--- src/rtl/gwk_pkg.sv ---
package gwk_pkg;

    localparam int ADDR_W  = 32;
    localparam int DATA_W  = 32;
    localparam int IDX_W   = 3;
    localparam int KEY_W   = 16;
    localparam int KEY_LSB = DATA_W - KEY_W;
    localparam logic [KEY_W-1:0] UNLOCK_KEY = 16'hA55A;

    typedef enum logic [IDX_W-1:0] {
        RI_ADDR = 3'd0,
        RI_TXD  = 3'd1,
        RI_CMD  = 3'd2,
        RI_RXD  = 3'd3,
        RI_STAT = 3'd4,
        RI_TMO  = 3'd5
    } reg_idx_e;

    typedef enum logic [3:0] {
        OP_READ    = 4'h8,
        OP_WRITE   = 4'h9,
        OP_MODESET = 4'hA,
        OP_ACT     = 4'hB,
        OP_AREF    = 4'hC,
        OP_SREF    = 4'hD,
        OP_PRE     = 4'hE,
        OP_PREALL  = 4'hF
    } op_e;

    typedef struct packed {
        op_e               op;
        logic [ADDR_W-1:0] addr;
        logic [DATA_W-1:0] data;
    } sdcmd_t;

    function automatic logic key_matches(input logic [DATA_W-1:0] w);
        return w[DATA_W-1:KEY_LSB] == UNLOCK_KEY;
    endfunction

    // supported: bit 3 set, all other low-half bits above the code clear
    function automatic logic op_supported(input logic [DATA_W-1:0] w);
        return (w[KEY_LSB-1:4] == '0) && w[3];
    endfunction

    function automatic logic op_has_payload(input op_e op);
        return (op == OP_WRITE) || (op == OP_MODESET);
    endfunction

endpackage

--- src/rtl/gwk_keycheck.sv ---
module gwk_keycheck
    import gwk_pkg::*;
(
    input  logic              cmd_wr,
    input  logic [DATA_W-1:0] cmd_word,
    input  logic              busy,
    output logic              launch,
    output logic              reject,
    output op_e               op
);
    logic word_ok;

    always_comb begin
        word_ok = key_matches(cmd_word) && op_supported(cmd_word);
        launch  = cmd_wr && word_ok && !busy;
        reject  = cmd_wr && (!word_ok || busy);
        op      = op_e'(cmd_word[3:0]);
    end

endmodule

--- src/rtl/gwk_issuer.sv ---
module gwk_issuer
    import gwk_pkg::*;
#(
    parameter int TMO_W = 16
) (
    input  logic              clk,
    input  logic              rst,
    input  logic              launch,
    input  op_e               launch_op,
    input  logic [ADDR_W-1:0] addr_q,
    input  logic [DATA_W-1:0] txd_q,
    input  logic [TMO_W-1:0]  tmo_q,
    input  logic              resp_ack,
    input  logic              resp_err,
    input  logic [DATA_W-1:0] resp_rdata,
    output logic              busy,
    output sdcmd_t            cur,
    output logic              evt_done,
    output logic              evt_fail,
    output logic              rx_we,
    output logic [DATA_W-1:0] rx_data
);
    localparam int CNT_W = TMO_W + 1;

    logic [TMO_W-1:0] wait_cnt;
    logic             tmo_hit;
    logic             got_resp;

    always_comb begin
        got_resp = busy && (resp_ack || resp_err);
        tmo_hit  = busy && !resp_ack && !resp_err &&
                   ((CNT_W'(wait_cnt) + CNT_W'(1)) >= CNT_W'(tmo_q));
        evt_done = busy && resp_ack && !resp_err;
        evt_fail = (busy && resp_err) || tmo_hit;
        rx_we    = evt_done && (cur.op == OP_READ);
        rx_data  = resp_rdata;
    end

    always_ff @(posedge clk) begin
        if (rst) begin
            busy     <= 1'b0;
            wait_cnt <= '0;
            cur      <= '{op: OP_READ, addr: '0, data: '0};
        end else if (launch) begin
            busy     <= 1'b1;
            wait_cnt <= '0;
            cur.op   <= launch_op;
            cur.addr <= addr_q;
            cur.data <= op_has_payload(launch_op) ? txd_q : '0;
        end else if (busy) begin
            if (got_resp || tmo_hit) begin
                busy <= 1'b0;
            end else begin
                wait_cnt <= wait_cnt + 1'b1;
            end
        end
    end

    AST_NO_LAUNCH_WHILE_BUSY: assert property (@(posedge clk) disable iff (rst)
        busy |-> !launch);
    AST_HOLD_STABLE: assert property (@(posedge clk) disable iff (rst)
        (busy && $past(busy) && !$past(launch)) |-> $stable(cur));
    AST_RESP_ENDS_CMD: assert property (@(posedge clk) disable iff (rst)
        (busy && (resp_ack || resp_err)) |=> !busy);
    AST_PAYLOAD_ZERO: assert property (@(posedge clk) disable iff (rst)
        (busy && !op_has_payload(cur.op)) |-> (cur.data == '0));

endmodule

--- src/rtl/gwk_regs.sv ---
module gwk_regs
    import gwk_pkg::*;
#(
    parameter int              TMO_W     = 16,
    parameter logic [TMO_W-1:0] TMO_RESET = 64
) (
    input  logic              clk,
    input  logic              rst,
    input  logic              reg_we,
    input  logic [IDX_W-1:0]  reg_idx,
    input  logic [DATA_W-1:0] reg_wdata,
    input  logic              evt_done,
    input  logic              evt_err,
    input  logic              rx_we,
    input  logic [DATA_W-1:0] rx_data,
    output logic [ADDR_W-1:0] addr_q,
    output logic [DATA_W-1:0] txd_q,
    output logic [TMO_W-1:0]  tmo_q,
    output logic              done_q,
    output logic              err_q,
    output logic [DATA_W-1:0] reg_rdata
);
    logic [DATA_W-1:0] rxd_q;
    logic              stat_wr;
    logic              done_d;
    logic              err_d;

    always_comb begin
        stat_wr = reg_we && (reg_idx == RI_STAT);
        done_d  = done_q;
        err_d   = err_q;
        if (stat_wr && reg_wdata[0]) done_d = 1'b0;
        if (stat_wr && reg_wdata[1]) err_d  = 1'b0;
        if (evt_done) done_d = 1'b1;
        if (evt_err)  err_d  = 1'b1;
    end

    always_ff @(posedge clk) begin
        if (rst) begin
            addr_q <= '0;
            txd_q  <= '0;
            tmo_q  <= TMO_RESET;
            rxd_q  <= '0;
            done_q <= 1'b0;
            err_q  <= 1'b0;
        end else begin
            done_q <= done_d;
            err_q  <= err_d;
            if (rx_we) rxd_q <= rx_data;
            if (reg_we) begin
                case (reg_idx)
                    RI_ADDR: addr_q <= reg_wdata;
                    RI_TXD:  txd_q  <= reg_wdata;
                    RI_TMO:  tmo_q  <= reg_wdata[TMO_W-1:0];
                    default: ;
                endcase
            end
        end
    end

    always_comb begin
        case (reg_idx)
            RI_ADDR: reg_rdata = addr_q;
            RI_TXD:  reg_rdata = txd_q;
            RI_RXD:  reg_rdata = rxd_q;
            RI_STAT: reg_rdata = {{(DATA_W-2){1'b0}}, err_q, done_q};
            RI_TMO:  reg_rdata = DATA_W'(tmo_q);
            default: reg_rdata = '0;
        endcase
    end

    AST_W1C_DONE: assert property (@(posedge clk) disable iff (rst)
        (stat_wr && reg_wdata[0] && !evt_done) |=> !done_q);
    AST_W1C_KEEP_ERR: assert property (@(posedge clk) disable iff (rst)
        (err_q && !(stat_wr && reg_wdata[1])) |=> err_q);
    AST_EVENT_WINS: assert property (@(posedge clk) disable iff (rst)
        evt_err |=> err_q);

endmodule

--- src/rtl/gwk_top.sv ---
module gwk_top
    import gwk_pkg::*;
#(
    parameter int              TMO_W     = 16,
    parameter logic [TMO_W-1:0] TMO_RESET = 64
) (
    input  logic        clk,
    input  logic        rst,
    input  logic        reg_we,
    input  logic [2:0]  reg_idx,
    input  logic [31:0] reg_wdata,
    output logic [31:0] reg_rdata,
    output logic        cmd_valid,
    output logic [3:0]  cmd_code,
    output logic [31:0] cmd_addr,
    output logic [31:0] cmd_wdata,
    input  logic        resp_ack,
    input  logic        resp_err,
    input  logic [31:0] resp_rdata,
    output logic        irq_done,
    output logic        irq_err
);
    logic              launch;
    logic              reject;
    op_e               launch_op;
    logic              busy;
    sdcmd_t            cur;
    logic              evt_done;
    logic              evt_fail;
    logic              rx_we;
    logic [DATA_W-1:0] rx_data;
    logic [ADDR_W-1:0] addr_q;
    logic [DATA_W-1:0] txd_q;
    logic [TMO_W-1:0]  tmo_q;
    logic              done_q;
    logic              err_q;
    logic              cmd_wr;

    assign cmd_wr = reg_we && (reg_idx == RI_CMD);

    gwk_keycheck u_key (
        .cmd_wr   (cmd_wr),
        .cmd_word (reg_wdata),
        .busy     (busy),
        .launch   (launch),
        .reject   (reject),
        .op       (launch_op)
    );

    gwk_issuer #(.TMO_W(TMO_W)) u_iss (
        .clk        (clk),
        .rst        (rst),
        .launch     (launch),
        .launch_op  (launch_op),
        .addr_q     (addr_q),
        .txd_q      (txd_q),
        .tmo_q      (tmo_q),
        .resp_ack   (resp_ack),
        .resp_err   (resp_err),
        .resp_rdata (resp_rdata),
        .busy       (busy),
        .cur        (cur),
        .evt_done   (evt_done),
        .evt_fail   (evt_fail),
        .rx_we      (rx_we),
        .rx_data    (rx_data)
    );

    gwk_regs #(.TMO_W(TMO_W), .TMO_RESET(TMO_RESET)) u_regs (
        .clk       (clk),
        .rst       (rst),
        .reg_we    (reg_we),
        .reg_idx   (reg_idx),
        .reg_wdata (reg_wdata),
        .evt_done  (evt_done),
        .evt_err   (evt_fail || reject),
        .rx_we     (rx_we),
        .rx_data   (rx_data),
        .addr_q    (addr_q),
        .txd_q     (txd_q),
        .tmo_q     (tmo_q),
        .done_q    (done_q),
        .err_q     (err_q),
        .reg_rdata (reg_rdata)
    );

    assign cmd_valid = busy;
    assign cmd_code  = cur.op;
    assign cmd_addr  = cur.addr;
    assign cmd_wdata = cur.data;
    assign irq_done  = done_q;
    assign irq_err   = err_q;

    AST_BAD_KEY_NO_ISSUE: assert property (@(posedge clk) disable iff (rst)
        (cmd_wr && reg_wdata[31:16] != 16'hA55A && !cmd_valid)
            |=> (!cmd_valid && irq_err));
    AST_CODE_RANGE: assert property (@(posedge clk) disable iff (rst)
        cmd_valid |-> cmd_code[3]);
    AST_ACK_SETS_DONE: assert property (@(posedge clk) disable iff (rst)
        (cmd_valid && resp_ack && !resp_err) |=> irq_done);
    AST_ERR_NOT_DONE: assert property (@(posedge clk) disable iff (rst)
        (cmd_valid && resp_err && !irq_done) |=> (irq_err && !irq_done));
    AST_BUSY_REFUSE: assert property (@(posedge clk) disable iff (rst)
        (cmd_valid && cmd_wr && !resp_ack && !resp_err)
            |=> (cmd_valid && $stable(cmd_code) && irq_err));

endmodule

--- config.mk ---
export PLATFORM = sky130hd
export DESIGN_NAME = gwk_top
export DESIGN_NICKNAME = d
export VERILOG_FILES = /design/src/rtl/gwk_pkg.sv /design/src/rtl/gwk_keycheck.sv /design/src/rtl/gwk_issuer.sv /design/src/rtl/gwk_regs.sv /design/src/rtl/gwk_top.sv
export SDC_FILE = /design/constraint.sdc
export NUM_CORES = 1
export LEC_CHECK = 0
export BUFFER_PORTS_ARGS = -buffer_cell sky130_fd_sc_hd__buf_2
export CORE_UTILIZATION = 55
export CTS_BUF_LIST = sky130_fd_sc_hd__clkbuf_16
export DETAILED_ROUTE_END_ITERATION = 16
export PLACE_DENSITY = 0.82
export SLEW_MARGIN = 20
export SYNTH_ARGS = -nofsm -noshare
export SYNTH_HDL_FRONTEND = slang
export SYNTH_SLANG_ARGS = --single-unit
export TNS_END_PERCENT = 10
--- constraint.sdc ---
create_clock -name clk -period 5.2 [get_ports clk]
set_clock_uncertainty 0.05 [all_clocks]
set_input_delay 0.26 -clock clk [delete_from_list [all_inputs] [get_ports clk]]
set_output_delay 0.26 -clock clk [all_outputs]
set_load 0.02 [all_outputs]
==> summary.md <==
| Metric | Value |
|---|---|
| Ys async rst share | `0%` |
| Largest net degree at the start of global routing | `a little over 70` |
| Final worst path period need | `around 3300 ps` |
| CTS tree | `yes` |
| Synthesized area per cell | `8.54 µm²` |
| Period utilization | `between 60% and 70%` |
| Adder-cell area share of the yosys netlist | `2.55%` |
| Endpoints failing setup | `0` |
| Final nets | `roughly 1200` |
| PwrDens | `301 mW/mm²` |
| HP Class | `input pin to flop` |
| Reg2reg start | `u_iss.wait_cnt[0]$_SDFFE_PP0P_` |
| Post-Syn Area | `0.00834 mm²` |
| Arrival time at the worst endpoint | `about 3700 ps` |
| First-pass DRT Iterations | `7` |
| Initial antenna violation count | `0` |
| Fillers | `between 1000 and 1500` |
| Worst VDD drop | `around 220 µV` |
| Ant. Diodes | `0` |
| Main area contributors after synthesis | `dfxtp_1, nand2_1, a22o_1, a21oi_1, clkbuf_1` |
| Worst-path clk slew | `approximately 70 ps` |
| #FFs+latches synth | `between 150 and 200` |
| Tightest Pin Transition | `around 1100 ps` |
| WL/cell | `18.0 µm` |
| Synth area leader | `dfxtp_1` |
| Worst skew pair latency | `roughly 430 ps` |
| I/O pin count | `175` |
| Longest Clk Path Bufs | `2` |
| Dpl hpwl | `approximately 16 mm` |
| Top cells by count, synth | `nand2_1, dfxtp_1, a21oi_1` |
| CTS Hold Bufs | `0` |
| Worst setup SP type | `flop` |
| Via density | `around 5.9` |
| Sequential Area | `about 0.004 mm²` |
| Leakage power | `4.00 nW` |
| Simple-Gate Fraction of Synth Area | `a little under a fifth` |
| Vias in the first global route | `6893` |
| Postcts setup bufs | `0` |
| DRC Markers | `0` |
| Worst Slack Setup Final | `about 1900 ps` |
| Clk sinks | `a little under 200` |
| Initial DRC Count | `between 700 and 800` |
| Number of synthesized flops with an enable pin | `0` |
| Post-Synthesis Cells | `977` |
| Crit path from | `u_iss.wait_cnt[0]$_SDFFE_PP0P_` |
| Crit path kind | `flop to flop` |
| Post-Syn Nets | `1066` |
| Critical Path End Type | `flop` |
| Die Span X | `~130 µm` |
| H-tree Lvls | `4` |
| Max Freq | `about 300 MHz` |
| Post-synth top area share | `between 40 and 50%` |
| Pre-CTS setup slack | `1900 ps` |
| Input/output buffers | `roughly 170` |
| Wire length of the first global-routing pass | `36.7 mm` |
| Largest family of logic cells by synthesized area | `compound AO/OA/AOI/OAI gates` |
| RSZ-0062 raised after global routing | `no` |
| Multi-input combinational cell area | `about 0.0040 mm²` |
| Core Box Area | `roughly 0.015 mm²` |
| Full die area | `around 0.016 mm²` |
| Mux cell area share after synthesis | `under 10%` |
| Rel. slew slack | `approximately a quarter` |
| Post-synthesis sequential area ratio | `between 40 and 50%` |
| Chip height | `125 µm` |
| Outcome | `finished, final reports clean` |
| Layout cells sized above 1 | `between 20% and 30%` |
| Power Total | `about 3 mW` |
| Fin. Hold Viols | `0` |
| Top_reg_cell synth | `dfxtp_1` |
| Post-cts sizing count | `0` |
| Root buffer cell | `clkbuf_16` |
| Data required time of the critical path | `between 5000 and 6000 ps` |
| Post-Synth XOR/XNOR Area | `about 1.7%` |
| Max-slew violations | `0` |
| Standard-cell row count | `44` |
| Synth warn | `0` |
| Final WL | `23.6 mm` |
| Max-Cap Viols | `0` |
| P&R area growth vs syn | `17.7%` |
| Compound-Gate Fraction of Synth Area | `between 20% and 30%` |
| Setup_tns | `0 ps` |
| Gpl congestion | `0.904` |
| Total Routing Usage GR | `a little under a third` |
| Antenna viol nets, final | `0` |
| Vias | `just under 8000` |
| Post-synth cell types | `44` |
| Remaining Overflow, GRT | `0` |
| Count leader, synth | `nand2_1` |
| Num CTS Buffers | `17` |
| CP Max Fanout | `32` |
| Initial Utilization | `between 50% and 60%` |
| HP Start | `resp_rdata[28]` |
## metal layers
metal | global-route usage, % | vias up | share of wire (%)
met1 | 41.4 | 3636 | 45
met5 | 0 | - | 0
met3 | 5.35 | 41 | 6.9
met4 | 12.3 | 0 | 2.4
li1 | - | 3673 | -
met2 | 46.6 | 339 | 46
## cells in the final DEF, fill, tap and decap left out, drive strengths merged, types with 4 or more instances in the layout
cell / Yosys / layout
nand2: 249 / 249
dfxtp: 199 / 199
o21ai: 31 / 31
ha: 17 / 17
mux2: 16 / 16
nor4: 5 / 5
inv: 21 / 26
nor2b: 4 / 4
and3: 4 / 4
buf: 6 / 189
mux2i: 14 / 14
nor2: 24 / 24
a22oi: 16 / 16
nor4b: 4 / 4
nor3: 4 / 4
xor2: 4 / 4
clkinv: 0 / 6
nand3: 12 / 12
or3: 14 / 14
a21oi: 128 / 128
clkbuf: 67 / 17
nand4: 11 / 11
a22o: 81 / 81
xnor2: 12 / 12
## flip-flops by register name (all words and copies together), names as in the netlist
register        flops
u_iss.wait_cnt     16
u_regs.done_q       1
u_regs.tmo_q       16
u_iss.busy          1
u_regs.addr_q      32
u_regs.txd_q       32
u_iss.cur          68
u_regs.err_q        1
u_regs.rxd_q       32
## report_power, final
part	leakage, nW	switching [mW]	total [mW]	internal, mW
Clock	0.283	0.552	1.24	0.693
Combinational	2.12	0.112	0.163	0.0514
Sequential	1.61	0.0108	1.55	1.54
Total	4.00	0.675	2.96	2.28
## worst paths after layout
kind,slack (ps),cells past startpoint,end
worst max-delay path,1860,13,u_iss.wait_cnt[9]$_SDFFE_PP0P_
worst min-delay path,8,3,u_regs.rxd_q[28]$_SDFFE_PP0P_
worst max register to register,1860,13,u_iss.wait_cnt[9]$_SDFFE_PP0P_
worst min register to register,400,2,u_regs.rxd_q[20]$_SDFFE_PP0P_
## critical path, stage by stage (launching register included)
cell and delay, ps:
dfxtp_1 410, ha_1 220, nand3_1 210, inv_1 140, nand3_1 140, xnor2_1 160, ha_1 300, nand4_1 140
nor3_1 60, a2111oi_0 550, o211ai_1 150, buf_4 250, or3_1 330, a21oi_1 150
## through the flow
step / instance area (µm²) / cells / util [%] / hold WS [ps]
finish: 9820 / 1308 / 67.0 / 7.75
floorplan: 8340 / 977 / - / 334
detailed placement: 9270 / 1277 / 63.3 / 396
global placement: 9270 / 1277 / 63.3 / 390
global route: 9820 / 1308 / 67.0 / 4.08
CTS: 9820 / 1308 / 67.0 / 0.555
## cells by family after synthesis
| kind of cell | after synthesis |
|---|---|
| buffers and inverters | 94 |
| muxes | 32 |
| DFF | 199 |
| xor gates and xnor gates | 16 |
| AOI/OAI and AO/OA | 272 |
| adders and majority gates | 17 |
| and+or+nand+nor | 347 |
## layout make-up
cell class,count,share of cell area [%]
Clock buffer,17,4.33
Clock inverter,14,1.21
Inverter,21,0.803
Multi-Input combinational cell,684,40.7
Sequential cell,199,40.6
Tap cell,184,2.34
Timing Repair Buffer,189,10.0
Power figures use the tool's default switching activity.
